==> config.mk <==
export PLATFORM = sky130hd
export DESIGN_NAME = media_port_select
export DESIGN_NICKNAME = d
export VERILOG_FILES = /design/src/rtl/mps_pkg.sv /design/src/rtl/mps_cfg_reg.sv /design/src/rtl/mps_target_sel.sv /design/src/rtl/mps_port_switch.sv /design/src/rtl/media_port_select.sv
export SDC_FILE = /design/constraint.sdc
export NUM_CORES = 1
export LEC_CHECK = 0
export CAP_MARGIN = 10
export CORE_AREA = 2 2 39 41
export DETAILED_ROUTE_END_ITERATION = 7
export DIE_AREA = 0 0 41 43
export PLACE_DENSITY_LB_ADDON = 0.25
export SYNTH_ARGS = -nofsm -noshare
export SYNTH_HDL_FRONTEND = slang
export SYNTH_SLANG_ARGS = --single-unit
==> constraint.sdc <==
create_clock -name clk -period 2.7 [get_ports clk]
set_clock_uncertainty 0.15 [all_clocks]
set_input_delay 0.81 -clock clk [delete_from_list [all_inputs] [get_ports clk]]
set_output_delay 0.81 -clock clk [all_outputs]
set_load 0.005 [all_outputs]
==> src/rtl/mps_pkg.sv <==
// Shared definitions for the media port select block.
// Assumes exactly four ports with fixed codes.
package mps_pkg;
    localparam int NUM_PORTS = 4;
    localparam int SEL_W     = $clog2(NUM_PORTS);

    typedef enum logic [SEL_W-1:0] {
        PORT_AUI  = 2'd0,
        PORT_TP   = 2'd1,
        PORT_DAI  = 2'd2,
        PORT_GPSI = 2'd3
    } port_e;
endpackage

==> src/rtl/mps_cfg_reg.sv <==
// Configuration register: manual port code and auto-select enable.
// Assumes that soft_rst has priority over cfg_wr. Either reset clears both fields.
module mps_cfg_reg
    import mps_pkg::*;
#(
    parameter int SW = SEL_W
) (
    input  logic          clk,
    input  logic          rst_n,
    input  logic          soft_rst,
    input  logic          cfg_wr,
    input  logic [SW-1:0] cfg_sel,
    input  logic          cfg_auto,
    output logic [SW-1:0] sel_q,
    output logic          auto_q
);
    // Purpose: hold the configuration; clear it on hardware or software reset.
    always_ff @(posedge clk) begin
        if (!rst_n || soft_rst) begin
            sel_q  <= '0;
            auto_q <= 1'b0;
        end else if (cfg_wr) begin
            sel_q  <= cfg_sel;
            auto_q <= cfg_auto;
        end
    end
endmodule

==> src/rtl/mps_target_sel.sv <==
// Works out which port should be active from the configuration and the link state.
// Assumes that link_test_off forces link pass. Purely combinational.
module mps_target_sel
    import mps_pkg::*;
(
    input  logic [SEL_W-1:0] sel_q,
    input  logic             auto_q,
    input  logic             link_pass,
    input  logic             link_test_off,
    output port_e            target
);
    logic link_ok;

    // Purpose: the effective link pass includes the forced pass.
    always_comb link_ok = link_pass | link_test_off;

    // Purpose: in auto mode the link chooses the port; otherwise the manual code does.
    always_comb begin
        if (auto_q) begin
            target = link_ok ? PORT_TP : PORT_AUI;
        end else begin
            target = port_e'(sel_q);
        end
    end
endmodule

==> src/rtl/mps_port_switch.sv <==
// Holds the active port. Updates it only while no transmission is running.
// Decodes the port to a one-hot enable vector and the transceiver-disable level.
// Assumes that tx_busy is synchronous to clk.
module mps_port_switch
    import mps_pkg::*;
#(
    parameter int NP = NUM_PORTS
) (
    input  logic          clk,
    input  logic          rst_n,
    input  logic          tx_busy,
    input  port_e         target,
    output logic [NP-1:0] port_act,
    output logic          xcvr_dis
);
    port_e cur_q;

    // Purpose: take the target port only between frames; reset to AUI.
    always_ff @(posedge clk) begin
        if (!rst_n) begin
            cur_q <= PORT_AUI;
        end else if (!tx_busy) begin
            cur_q <= target;
        end
    end

    // Purpose: one enable line per port.
    for (genvar i = 0; i < NP; i++) begin : g_dec
        assign port_act[i] = (cur_q == port_e'(i));
    end

    // Purpose: the on-chip transceiver ports keep the external one disabled.
    always_comb xcvr_dis = (cur_q == PORT_AUI) || (cur_q == PORT_TP);
endmodule

==> src/rtl/media_port_select.sv <==
// Top level of the media port auto-select controller.
// Assumes that all inputs are synchronous to clk. Reset is synchronous and active low.
module media_port_select
    import mps_pkg::*;
(
    input  logic                 clk,
    input  logic                 rst_n,
    input  logic                 soft_rst,
    input  logic                 cfg_wr,
    input  logic [SEL_W-1:0]     cfg_sel,
    input  logic                 cfg_auto,
    input  logic                 link_pass,
    input  logic                 link_test_off,
    input  logic                 tx_busy,
    output logic [NUM_PORTS-1:0] port_act,
    output logic                 xcvr_dis
);
    logic [SEL_W-1:0] sel_q;
    logic             auto_q;
    port_e            target;

    mps_cfg_reg #(.SW(SEL_W)) i_cfg (
        .clk      (clk),
        .rst_n    (rst_n),
        .soft_rst (soft_rst),
        .cfg_wr   (cfg_wr),
        .cfg_sel  (cfg_sel),
        .cfg_auto (cfg_auto),
        .sel_q    (sel_q),
        .auto_q   (auto_q)
    );

    mps_target_sel i_tgt (
        .sel_q         (sel_q),
        .auto_q        (auto_q),
        .link_pass     (link_pass),
        .link_test_off (link_test_off),
        .target        (target)
    );

    mps_port_switch #(.NP(NUM_PORTS)) i_sw (
        .clk      (clk),
        .rst_n    (rst_n),
        .tx_busy  (tx_busy),
        .target   (target),
        .port_act (port_act),
        .xcvr_dis (xcvr_dis)
    );
endmodule

==> Word level (Yosys, flattened, before mapping) <==
Index checks and enable logic that the tools add are counted.
{ "op_classes": {"n_eq_ne": 3, "muxes": 2, "n_bitwise": 1, "reduce_logical": 4} }
{ "op_table": {"columns": ["op", "count"], "rows": [
  ["2-bit == test (second input constant)", 2],
  ["2-bit by 1-bit == test with 1-bit output (second input constant)", 1],
  ["2-bit logical NOT", 1],
  ["1-bit logical OR", 2],
  ["2-bit two-way mux", 1],
  ["1-bit logical NOT", 1],
  ["1-bit two-way mux", 1],
  ["1-bit OR", 1]
]} }
{ "totals": {"regBits": 5, "inputBits": 10, "wordCells": 13} }

==> Logic depth before layout (Yosys ltp) <==
Gate-level depths: netlist of run 1.
{ "logic_depth": {"depth_word": 3, "mapped_depth": 2, "depth_no_buf": 2} }

==> Modules after synthesis <==
From an unflattened synthesis of run 1, not the netlist that was laid out.
{ "hier_totals": {"hier_cells": 25, "hier_area_um2": 222.7} }
{ "modules_own_cells": {"columns": ["module", "n_inst", "cells_per_inst", "area_per_inst_um2", "seq_area_each_um2"], "rows": [
  ["mps_cfg_reg", 1, 10, 107.6, 60.1],
  ["mps_port_switch", 1, 11, 96.3, 40.0],
  ["mps_target_sel", 1, 4, 18.8, 0.0]
]} }

==> Worst setup path after synthesis of run 1 <==
Ideal clock, no wire load.
{ "synth_path": {"path_kind": "reg-to-output", "startpoint": "register i_sw.cur_q[1]", "endpoint": "output port port_act[2]", "arrival_ns": 0.539, "t_required_ns": 1.740, "slack_ns": 1.201, "stages_incl_launch_ff": 3, "cell_sequence": "dfxtp_1 > inv_1 > nor2_1"} }
{ "synth_via": {"elab_chain_len": 1} }
{ "synth_lines": {"columns": ["element", "line_no", "text"], "rows": [
  ["start: declaration", "mps_port_switch.sv:16", "port_e cur_q;"],
  ["start signal: assignment", "mps_port_switch.sv:23", "cur_q <= target;"],
  ["2-bit == test", "mps_port_switch.sv:29", "assign port_act[i] = (cur_q == port_e'(i));"],
  ["end: declaration", "media_port_select.sv:15", "output logic [NUM_PORTS-1:0] port_act,"]
]} }
Every way passes these cells.

==> Final worst setup path of run 1 <==
Same ends and word-level chain as after synthesis.

==> results of run 1 <==
-- sequential cells by signal (all words and copies together) (netlist names) --
name / flops
i_cfg.auto_q: 1
i_cfg.sel_q: 2
i_sw.cur_q: 2
-- path summary, 6_finish.rpt --
| kind | from | endpoint | depth (start not counted) |
|---|---|---|---|
| hold reg to reg | i_sw.cur_q[1]$_SDFFE_PN0N_ | i_sw.cur_q[1]$_SDFFE_PN0N_ | 2 |
| hold / removal | i_sw.cur_q[1]$_SDFFE_PN0N_ | i_sw.cur_q[1]$_SDFFE_PN0N_ | 2 |
| setup reg to reg | i_cfg.auto_q$_SDFFE_PP0P_ | i_sw.cur_q[1]$_SDFFE_PN0N_ | 2 |
| setup / recovery | i_sw.cur_q[1]$_SDFFE_PN0N_ | port_act[2] | 3 |
-- power groups by stage --
stage	logic [mW]	registers [mW]	clock network [mW]
final	0.0260	0.0781	0.0873
after global routing	0.0281	0.0782	0.0952
after floorplan	0.00695	0.0788	0
after CTS	0.0260	0.0781	0.0912
after detailed placement	0.0258	0.0794	0
after global placement	0.0262	0.0795	0
-- critical path, cell delays in order, from the launching register on --
cell,delay (ns)
dfxtp_1,0.38
inv_1,0.07
nor2_1,0.09
clkdlybuf4s50_1,0.50
-- layer usage --
layer | vias to the layer above | part of all wire [%]
li1 | 120 | -
met1 | 91 | 47
met2 | 15 | 38
met3 | 0 | 15
met4 | 0 | 0
met5 | - | 0
-- kinds of logic after synthesis --
kind of cell	synth area share [%]
compound gates	6.18
buf+inv	3.37
flops	44.9
mux	13.5
simple gates	32.0
-- synth_stat cells --
| master | n | area [um^2] |
|---|---|---|
| o41ai_1 | 1 | 8.76 |
| nor2_1 | 6 | 22.5 |
| or3b_1 | 1 | 8.76 |
| a21oi_1 | 1 | 5.00 |
| mux2i_1 | 3 | 30.0 |
| nand2_1 | 1 | 3.75 |
| nor2b_1 | 1 | 6.26 |
| nand2b_1 | 1 | 6.26 |
| nand3_1 | 1 | 5.00 |
| inv_1 | 2 | 7.51 |
| dfxtp_1 | 5 | 100 |
| and2_1 | 1 | 6.26 |
| nor3b_2 | 1 | 12.5 |
-- final cells by class --
cell class | count | area, um^2
Sequential cell | 5 | 100
Fill cell | 143 | 975
Timing Repair Buffer | 14 | 140
Inverter | 2 | 7.51
Clock buffer | 4 | 26.3
Multi-Input combinational cell | 18 | 115
Tap cell | 16 | 20.0
-- through the flow --
| step | instance area (um^2) | utilization, % | std cells |
|---|---|---|---|
| final | 409 | 29.6 | 59 |
| after global routing | 409 | 29.6 | 59 |
| after CTS | 409 | 29.6 | 59 |
| after detailed placement | 383 | 27.7 | 55 |
| after global placement | 383 | 27.7 | 55 |
| after floorplan | 223 | - | 25 |
==> summary.md, run 1 <==
| Metric | Value |
|---|---|
| Run status | `completed` |
| GRT Total Usage | `8.43%` |
| Final Cycle Share | `83.0%` |
| Switching power | `0.0410 mW` |
| Pint | `0.150 mW` |
| Most common cell after layout, fill and taps aside | `clkdlybuf4s50_1` |
| Placement Setup Slack | `0.700 ns` |
| Flop2flop setup slack | `1.66 ns` |
| Largest net degree at the start of global routing | `6` |
| CP Capture Type | `output port` |
| Grt met2 use | `10.9%` |
| Fmax | `0.446 GHz` |
| CTS clk-pin slew, worst paths | `0.05 ns` |
| Syn Nets | `35` |
| Fin. Hold Viols | `0` |
| ANT nets after route | `0` |
| Core Area | `1380 um^2` |
| Clock power share | `45.6%` |
| Leakage Power | `0.158 nW` |
| Worst-case clock buffer depth | `2` |
| Synth Cell Area | `223 um^2` |
| Flop pwr share | `40.8%` |
| Commonest non-fill, non-tap cells in the layout | `clkdlybuf4s50_1, nor2_1, dfxtp_1, mux2i_1, clkbuf_4` |
| Max Slew Vio Count | `0` |
| Initial Utilization | `16.1%` |
| CTS buffer count | `3` |
| Post-Synthesis Cells | `25` |
| Slew HR | `84.8%` |
| Clk sinks | `5` |
| CP arrival | `1.28 ns` |
| Comb power frac | `13.6%` |
| Number of diodes | `0` |
| First-pass GRT wire length | `924 um` |
| Remaining Overflow, GRT | `0` |
| Final setup fails | `0` |
| Sum Neg Setup Slack | `0 ns` |
| Worst Max-Slew Pin Slew | `0.224 ns` |
| Vias per inst | `3.83` |
| CTS H-Tree Depth | `1` |
| Met1 Use GR | `8.68%` |
| CTS root buf | `clkbuf_4` |
| Number of I/O pins | `15` |
| Critical path class | `register to output port` |
| Critical Path Source Type | `register` |
| Wire length per cell | `9.58 um` |
| Vias in the first global route | `228` |
| Max-cap violation count | `0` |
| Hold Crit Class | `register to register` |
| GR Layer Usage met3 | `3.66%` |
| DRT Pass-1 Iters | `2` |
| Final Worst Setup Slack | `0.458 ns` |
| Die Span Y | `43 um` |
| Peak supply drop | `0.129 mV` |
| Full die area | `1760 um^2` |
| Flops & latches, synth | `5` |
| Final WL | `565 um` |
| Worst skew pair latency | `0.24 ns` |
| Top Usage Layer GRT | `met2` |
| Post-CTS setup buffers | `0` |
| Vias | `226` |
| Avg Cell Area, Syn | `8.91 um^2` |
| Final min period | `2.24 ns` |
| Number of DRC markers in iteration 0 | `3` |
| Placer Congestion | `0.625` |
| Yosys cell types | `13` |
| Worst Path Required | `1.74 ns` |
| Residual DRC | `0` |
| Fin nets | `54` |
| Yosys warns | `0` |
| Switching Fraction | `21.4%` |
| Dpl hpwl | `439 um` |
| Hold_buf cts | `0` |
| Initial antenna violation count | `0` |
| Synthesis-to-finish area growth | `83.7%` |
| Unrepaired setup endpoints after global routing | `false` |
| CTS tree | `done` |
| Pwr dens | `468 nW/um^2` |
| Post_cts resized | `0` |
| WHS | `0.346 ns` |
| Layout cells sized above 1 | `9.30%` |
| Maximum fanout along the worst path | `5` |
| Design Power | `0.191 mW` |
| Die width | `41 um` |
| Seq/Total Area, Yosys | `44.9%` |
| FP Rows | `14` |
| Port Buf Inserts | `14` |
Power figures use the tool's default switching activity.
==> run 2: changes to the inputs <==
==> constraint.sdc (replaced) <==
create_clock -name clk -period 2 [get_ports clk]
set_clock_uncertainty 0.15 [all_clocks]
set_input_delay 0.6 -clock clk [delete_from_list [all_inputs] [get_ports clk]]
set_output_delay 0.6 -clock clk [all_outputs]
set_load 0.005 [all_outputs]
==> run 2 against run 1 <==
  * Design area up 1.5%
  * Global-route usage unchanged
  * Clock power up 34%
  * Hold slack worse by 0.024 ns
  * Count of clock-buffer cells in the layout unchanged
  * Die area unchanged
  * First-iteration DRC count unchanged
  * Critical path depth down 1
  * Combinational power up 33%
  * Sequential share of layout area up 0.23 points
  * Critical path type unchanged
  * Critical endpoint is now port_act[0]
  * Largest cell class unchanged
  * Largest power group unchanged
==> summary.md, run 2 (synthesized netlist as in run 1, its figures left out) <==
| Metric | Value |
|---|---|
| Run status | `completed (unchanged)` |
| Fin. Hold Viols | `0 (unchanged)` |
| # fillers | `143 (unchanged)` |
| CTS root buf | `clkbuf_4 (unchanged)` |
| Dpl hpwl | `439 um (unchanged)` |
| Fin nets | `54 (unchanged)` |
| Flop pwr share | `41.1% (was 40.8%)` |
| CTS clk-pin slew, worst paths | `0.04 ns (was 0.05 ns)` |
| CTS tree | `done (unchanged)` |
| Die Span Y | `43 um (unchanged)` |
| Peak supply drop | `0.173 mV (was 0.129 mV)` |
| Worst-case clock buffer depth | `2 (unchanged)` |
| CP delay by family, top | `buffers and inverters (unchanged)` |
| Critical path class | `register to output port (unchanged)` |
| Comb power frac | `13.5% (was 13.6%)` |
| Placed cell areas | `383 um^2 (unchanged)` |
| Initial Utilization | `16.1% (unchanged)` |
| Vias | `224 (was 226)` |
| CP Capture Type | `output port (unchanged)` |
| Number of DRC markers in iteration 0 | `3 (unchanged)` |
| Pint | `0.203 mW (was 0.150 mW)` |
| Hold Crit Class | `register to register (unchanged)` |
| Final setup fails | `0 (unchanged)` |
| Post-CTS setup buffers | `0 (unchanged)` |
| WHS | `0.322 ns (was 0.346 ns)` |
| Worst Reg2Reg Path Length in Cells | `2 (unchanged)` |
| Commonest non-fill, non-tap cells in the layout | `clkdlybuf4s50_1, nor2_1, mux2i_1, clkbuf_4, dfxtp_1 (was clkdlybuf4s50_1, nor2_1, dfxtp_1, mux2i_1, clkbuf_4)` |
| FP Rows | `14 (unchanged)` |
| Final WL | `567 um (was 565 um)` |
| Worst Path Required | `1.25 ns (was 1.74 ns)` |
| ANT nets after route | `0 (unchanged)` |
| Max Slew Vio Count | `0 (unchanged)` |
| Slew HR | `84.8% (about the same)` |
| Top flop regs | `i_cfg.sel_q x2, i_sw.cur_q x2, i_cfg.auto_q x1 (unchanged)` |
| Critical Path Source Type | `register (unchanged)` |
| CP arrival | `1.17 ns (was 1.28 ns)` |
| Worst Max-Slew Pin Slew | `0.224 ns (about the same)` |
| Port Buf Inserts | `14 (unchanged)` |
| Switching Fraction | `21.1% (was 21.4%)` |
| CTS H-Tree Depth | `1 (unchanged)` |
| Maximum fanout along the worst path | `5 (unchanged)` |
| Critical-path cell list | `nor2_1, clkdlybuf4s50_1 (was inv_1, nor2_1, clkdlybuf4s50_1)` |
| Design Power | `0.257 mW (was 0.191 mW)` |
| Slowest CP cell | `clkdlybuf4s50_1 (unchanged)` |
| Wire length per cell | `9.61 um (was 9.58 um)` |
| Initial antenna violation count | `0 (unchanged)` |
| Final Cycle Share | `96.2%` |
| FF-to-FF Start | `i_cfg.auto_q$_SDFFE_PP0P_ (unchanged)` |
| Vias in the first global route | `228 (unchanged)` |
| Final min period | `1.92 ns` |
| Leakage Power | `0.201 nW (was 0.158 nW)` |
| Clock power share | `45.5% (was 45.6%)` |
| Number of diodes | `0 (unchanged)` |
| CTS buffer count | `3 (unchanged)` |
| CP max stage delay | `0.50 ns (about the same)` |
| Hold_buf cts | `0 (unchanged)` |
| Fmax | `0.520 GHz` |
| WP buf/inv | `1 (was 2)` |
| Placer Congestion | `0.625 (about the same)` |
| Die width | `41 um (unchanged)` |
| Clk sinks | `5 (unchanged)` |
| Full die area | `1760 um^2 (unchanged)` |
| Synthesis-to-finish area growth | `86.5% (was 83.7%)` |
| Number of I/O pins | `15 (unchanged)` |
| Most common cell after layout, fill and taps aside | `clkdlybuf4s50_1 (unchanged)` |
| Layout cells sized above 1 | `14.0% (was 9.30%)` |
| Largest net degree at the start of global routing | `6 (unchanged)` |
| Vias per inst | `3.80 (was 3.83)` |
| GRT Total Usage | `8.43% (unchanged)` |
| First-pass GRT wire length | `924 um (unchanged)` |
| Remaining Overflow, GRT | `0 (unchanged)` |
| Switching power | `0.0543 mW (was 0.0410 mW)` |
| HP Start | `i_sw.cur_q[1]$_SDFFE_PN0N_ (unchanged)` |
| Core Area | `1380 um^2 (unchanged)` |
| DRT Pass-1 Iters | `2 (unchanged)` |
| Levels on crit path | `2 (was 3)` |
| Unrepaired setup endpoints after global routing | `false (unchanged)` |
| Post-route cell area | `415 um^2 (was 409 um^2)` |
| Pwr dens | `619 nW/um^2 (was 468 nW/um^2)` |
| CP startpoint | `i_sw.cur_q[1]$_SDFFE_PN0N_ (unchanged)` |
| Residual DRC | `0 (unchanged)` |
| Max-cap violation count | `0 (unchanged)` |
| Worst Hold Depth | `2 (unchanged)` |
| Worst skew pair latency | `0.24 ns (about the same)` |
run 2: cell count changes in the layout (fill, tap and decap cells not counted), sizes merged:
cell           before  now
dlymetal6s2s        0    2
dlygate4sd2         0    1
clkdlybuf4s50      14   11
run 2: power by group through the flow:
stage / combinational [mW] / sequential, mW / clock (mW)
3_3_place_gp: 0.0353 / 0.107 / 0
5_1_grt: 0.0375 / 0.106 / 0.129
2_1_floorplan: 0.00938 / 0.106 / 0
6_report: 0.0346 / 0.106 / 0.117
3_5_place_dp: 0.0349 / 0.107 / 0
4_1_cts: 0.0349 / 0.106 / 0.123
run 2: path summary, 6_finish.rpt:
kind | to | slack (ns)
max | port_act[0] | 0.08
min | i_sw.cur_q[1]$_SDFFE_PN0N_ | 0.32
max reg2reg | i_sw.cur_q[1]$_SDFFE_PN0N_ | 0.95
min reg2reg | i_sw.cur_q[1]$_SDFFE_PN0N_ | 0.32
run 2: per-stage QoR:
| step | util (%) | std cells | setup WS, ns | setup TNS, ns |
|---|---|---|---|---|
| 2_1_floorplan | - | 25 | 0.711 | 0 |
| 3_3_place_gp | 27.7 | 55 | 0.186 | 0 |
| 3_5_place_dp | 27.7 | 55 | 0.210 | 0 |
| 4_1_cts | 29.7 | 59 | -0.00363 | -0.00363 |
| 5_1_grt | 30.0 | 59 | 0.0193 | 0 |
| 6_report | 30.0 | 59 | 0.0753 | 0 |
run 2: layout make-up:
| type | count | area (um^2) | share of cell area, % |
|---|---|---|---|
| Multi-Input combinational cell | 18 | 115 | 27.7 |
| Clock buffer | 4 | 26.3 | 6.33 |
| Timing Repair Buffer | 14 | 144 | 34.6 |
| Inverter | 2 | 7.51 | 1.81 |
| Sequential cell | 5 | 103 | 24.7 |
| Tap cell | 16 | 20.0 | 4.82 |
run 2: timing repair:
| item | in CTS | in global routing |
|---|---|---|
| gates resized for setup | 3 | 2 |
| pin swaps | 0 | 0 |
| hold endpoints to repair | 0 | 0 |
| endpoints found under the setup margin | 3 | 2 |
run 2: metal layers:
layer / track usage [%] / routed length [um] / share of wire (%)
met3: 3.66 / 91 / 16
met5: 0 / 0 / 0
met4: 10.0 / 0 / 0
met1: 8.68 / 258 / 46
met2: 10.9 / 217 / 38
run 2: worst reg2reg max path: cells and delay by family (launching register included):
kind,cells,cell delay [ns]
DFF,1,0.33
AOI/OAI and AO/OA,1,0.13
and+or+nand+nor,1,0.37
==> run 3: changes to the inputs <==
--- a/config.mk
+++ b/config.mk
@@ -10,6 +10,8 @@
 export DETAILED_ROUTE_END_ITERATION = 7
 export DIE_AREA = 0 0 41 43
 export PLACE_DENSITY_LB_ADDON = 0.25
+export RECOVER_POWER = 100
+export SLEW_MARGIN = 0
 export SYNTH_ARGS = -nofsm -noshare
 export SYNTH_HDL_FRONTEND = slang
 export SYNTH_SLANG_ARGS = --single-unit
==> run 3 against run 2 <==
  * Utilization shrank 0.18 points
  * Hold slack hardly changed
  * Non-clock buffer count unchanged
  * Routed wire length fell by 0.71%
  * Combinational power fell by 3%
  * Cell count did not move
  * Clock power hardly changed
  * Design area down 0.60%
==> summary.md, run 3 (synthesized netlist as in run 1, its figures left out) <==
| Metric | Value |
|---|---|
| Run status | `completed (unchanged)` |
| Most common cell after layout, fill and taps aside | `clkdlybuf4s50_1 (unchanged)` |
| CP arrival | `1.17 ns (about the same)` |
| CP delay by family, top | `buffers and inverters (unchanged)` |
| Layout cells sized above 1 | `14.0% (unchanged)` |
| Maximum fanout along the worst path | `5 (unchanged)` |
| Max Slew Vio Count | `0 (unchanged)` |
| Hold_buf cts | `0 (unchanged)` |
| Residual DRC | `0 (unchanged)` |
| Initial Utilization | `16.1% (unchanged)` |
| CP Capture Type | `output port (unchanged)` |
| Worst skew pair latency | `0.24 ns (about the same)` |
| Wire length per cell | `9.54 um (was 9.61 um)` |
| CP max stage delay | `0.50 ns (about the same)` |
| Hold EP | `i_sw.cur_q[1]$_SDFFE_PN0N_ (unchanged)` |
| Largest net degree at the start of global routing | `6 (unchanged)` |
| Peak supply drop | `0.173 mV (about the same)` |
| Port Buf Inserts | `14 (unchanged)` |
| Full die area | `1760 um^2 (unchanged)` |
| Dpl cells | `55 (unchanged)` |
| Critical Path Source Type | `register (unchanged)` |
| Fin nets | `54 (unchanged)` |
| Slowest CP cell | `clkdlybuf4s50_1 (unchanged)` |
| Clk sinks | `5 (unchanged)` |
| Worst Hold Depth | `2 (unchanged)` |
| ANT nets after route | `0 (unchanged)` |
| Design Power | `0.256 mW (was 0.257 mW)` |
| Hold Crit Class | `register to register (unchanged)` |
| Number of DRC markers in iteration 0 | `3 (unchanged)` |
| Final Worst Setup Slack | `0.0753 ns (about the same)` |
| FP Rows | `14 (unchanged)` |
| WP buf/inv | `1 (unchanged)` |
| Final WL | `563 um (was 567 um)` |
| Sum Neg Setup Slack | `0 ns (unchanged)` |
| Fin. Hold Viols | `0 (unchanged)` |
| Final setup fails | `0 (unchanged)` |
| Post-CTS setup buffers | `0 (unchanged)` |
| Vias per inst | `3.78 (was 3.80)` |
| GRT Total Usage | `8.43% (unchanged)` |
| Fmax | `0.520 GHz (about the same)` |
| Reg2reg end | `i_sw.cur_q[1]$_SDFFE_PN0N_ (unchanged)` |
| CTS clk-pin slew, worst paths | `0.04 ns (about the same)` |
| Vias | `223 (was 224)` |
| Number of diodes | `0 (unchanged)` |
| Placement Setup Slack | `0.210 ns (unchanged)` |
| Die width | `41 um (unchanged)` |
| Worst Path Required | `1.25 ns (about the same)` |
| Number of I/O pins | `15 (unchanged)` |
| Slew HR | `84.8% (about the same)` |
| Max-cap violation count | `0 (unchanged)` |
| Die Span Y | `43 um (unchanged)` |
| Leakage Power | `0.183 nW (was 0.201 nW)` |
| # fillers | `143 (unchanged)` |
| Dpl hpwl | `439 um (unchanged)` |
| Finished Core Util | `29.8% (was 30.0%)` |
| Initial antenna violation count | `0 (unchanged)` |
| DRT Pass-1 Iters | `2 (unchanged)` |
| Vias in the first global route | `228 (unchanged)` |
| Worst Max-Slew Pin Slew | `0.224 ns (about the same)` |
| FF-to-FF Start | `i_cfg.auto_q$_SDFFE_PP0P_ (unchanged)` |
| Commonest non-fill, non-tap cells in the layout | `clkdlybuf4s50_1, nor2_1 (was clkdlybuf4s50_1, nor2_1, mux2i_1, clkbuf_4, dfxtp_1)` |
| Non-filler cells, final | `59 (unchanged)` |
| Critical path class | `register to output port (unchanged)` |
| Unrepaired setup endpoints after global routing | `false (unchanged)` |
| HP Start | `i_sw.cur_q[1]$_SDFFE_PN0N_ (unchanged)` |
| Top flop regs | `i_cfg.sel_q x2, i_sw.cur_q x2, i_cfg.auto_q x1 (unchanged)` |
| Final min period | `1.92 ns (about the same)` |
| First-pass GRT wire length | `924 um (unchanged)` |
| CTS buffer count | `3 (unchanged)` |
| Worst Reg2Reg Path Length in Cells | `2 (unchanged)` |
| CP startpoint | `i_sw.cur_q[1]$_SDFFE_PN0N_ (unchanged)` |
| Remaining Overflow, GRT | `0 (unchanged)` |
| CTS tree | `done (unchanged)` |
| Final Cycle Share | `96.2% (about the same)` |
| Synthesis-to-finish area growth | `85.4% (was 86.5%)` |
| Pwr dens | `620 nW/um^2 (was 619 nW/um^2)` |
| Worst-case clock buffer depth | `2 (unchanged)` |
| CTS root buf | `clkbuf_4 (unchanged)` |
| Core Area | `1380 um^2 (unchanged)` |
| Critical-path cell list | `nor2_1, clkdlybuf4s50_1 (unchanged)` |
| Flop2flop setup slack | `0.95 ns (about the same)` |
| CTS H-Tree Depth | `1 (unchanged)` |
| Placer Congestion | `0.625 (unchanged)` |
-- run 3: cell count changes in the layout (fill, tap and decap cells not counted) --
cell / previous run / this run
dlymetal6s2s_1: 2 / 1
clkdlybuf4s50_1: 11 / 8
dlygate4sd3_1: 0 / 3
clkdlybuf4s25_1: 0 / 1
-- run 3: worst max-delay path by stage --
stage / to / slack [ns] / cells past startpoint
floorplan: port_act[2] / 0.71 / 2
global placement: i_sw.cur_q[1]$_SDFFE_PN0N_ / 0.19 / 3
detailed placement: port_act[2] / 0.21 / 3
CTS: port_act[1] / -0.004 / 2
global route: port_act[0] / 0.02 / 2
finish: port_act[0] / 0.08 / 2
-- run 3: metal layers --
| layer | vias up | part of all wire (%) | global-route usage, % |
|---|---|---|---|
| li1 | 118 | - | - |
| met1 | 90 | 45 | 8.68 |
| met2 | 15 | 38 | 10.9 |
| met3 | 0 | 16 | 3.66 |
| met4 | 0 | 0 | 10.0 |
| met5 | - | 0 | 0 |
-- run 3: timing repair --
item | CTS | global route
gates resized for setup | 3 | 2
pin swaps | 0 | 0
endpoints found under the setup margin | 3 | 2
-- run 3: through the flow --
stage / area (um^2) / hold WS [ns]
2_1_floorplan: 223 / 0.301
3_3_place_gp: 383 / 0.323
3_5_place_dp: 383 / 0.343
4_1_cts: 410 / 0.327
5_1_grt: 413 / 0.349
6_report: 413 / 0.322
-- run 3: area by class of cell --
class	count	area (um^2)	share of cell area, %
clock buffer	4	26.3	6.36
sequential	5	103	24.8
timing repair buffer	14	141	34.2
inverter	2	7.51	1.82
tap	16	20.0	4.85
multi-input combinational	18	115	27.9
-- run 3: power by group --
group	switching (mW)	internal [mW]	total, mW
logic	0.0105	0.0229	0.0334
clock network	0.0414	0.0754	0.117
registers	0.00240	0.103	0.106
-- run 3: worst min-delay path: stages, from the launching register on --
cell and delay (ns):
dfxtp_2 0.33, nand2_1 0.05, a21oi_1 0.05
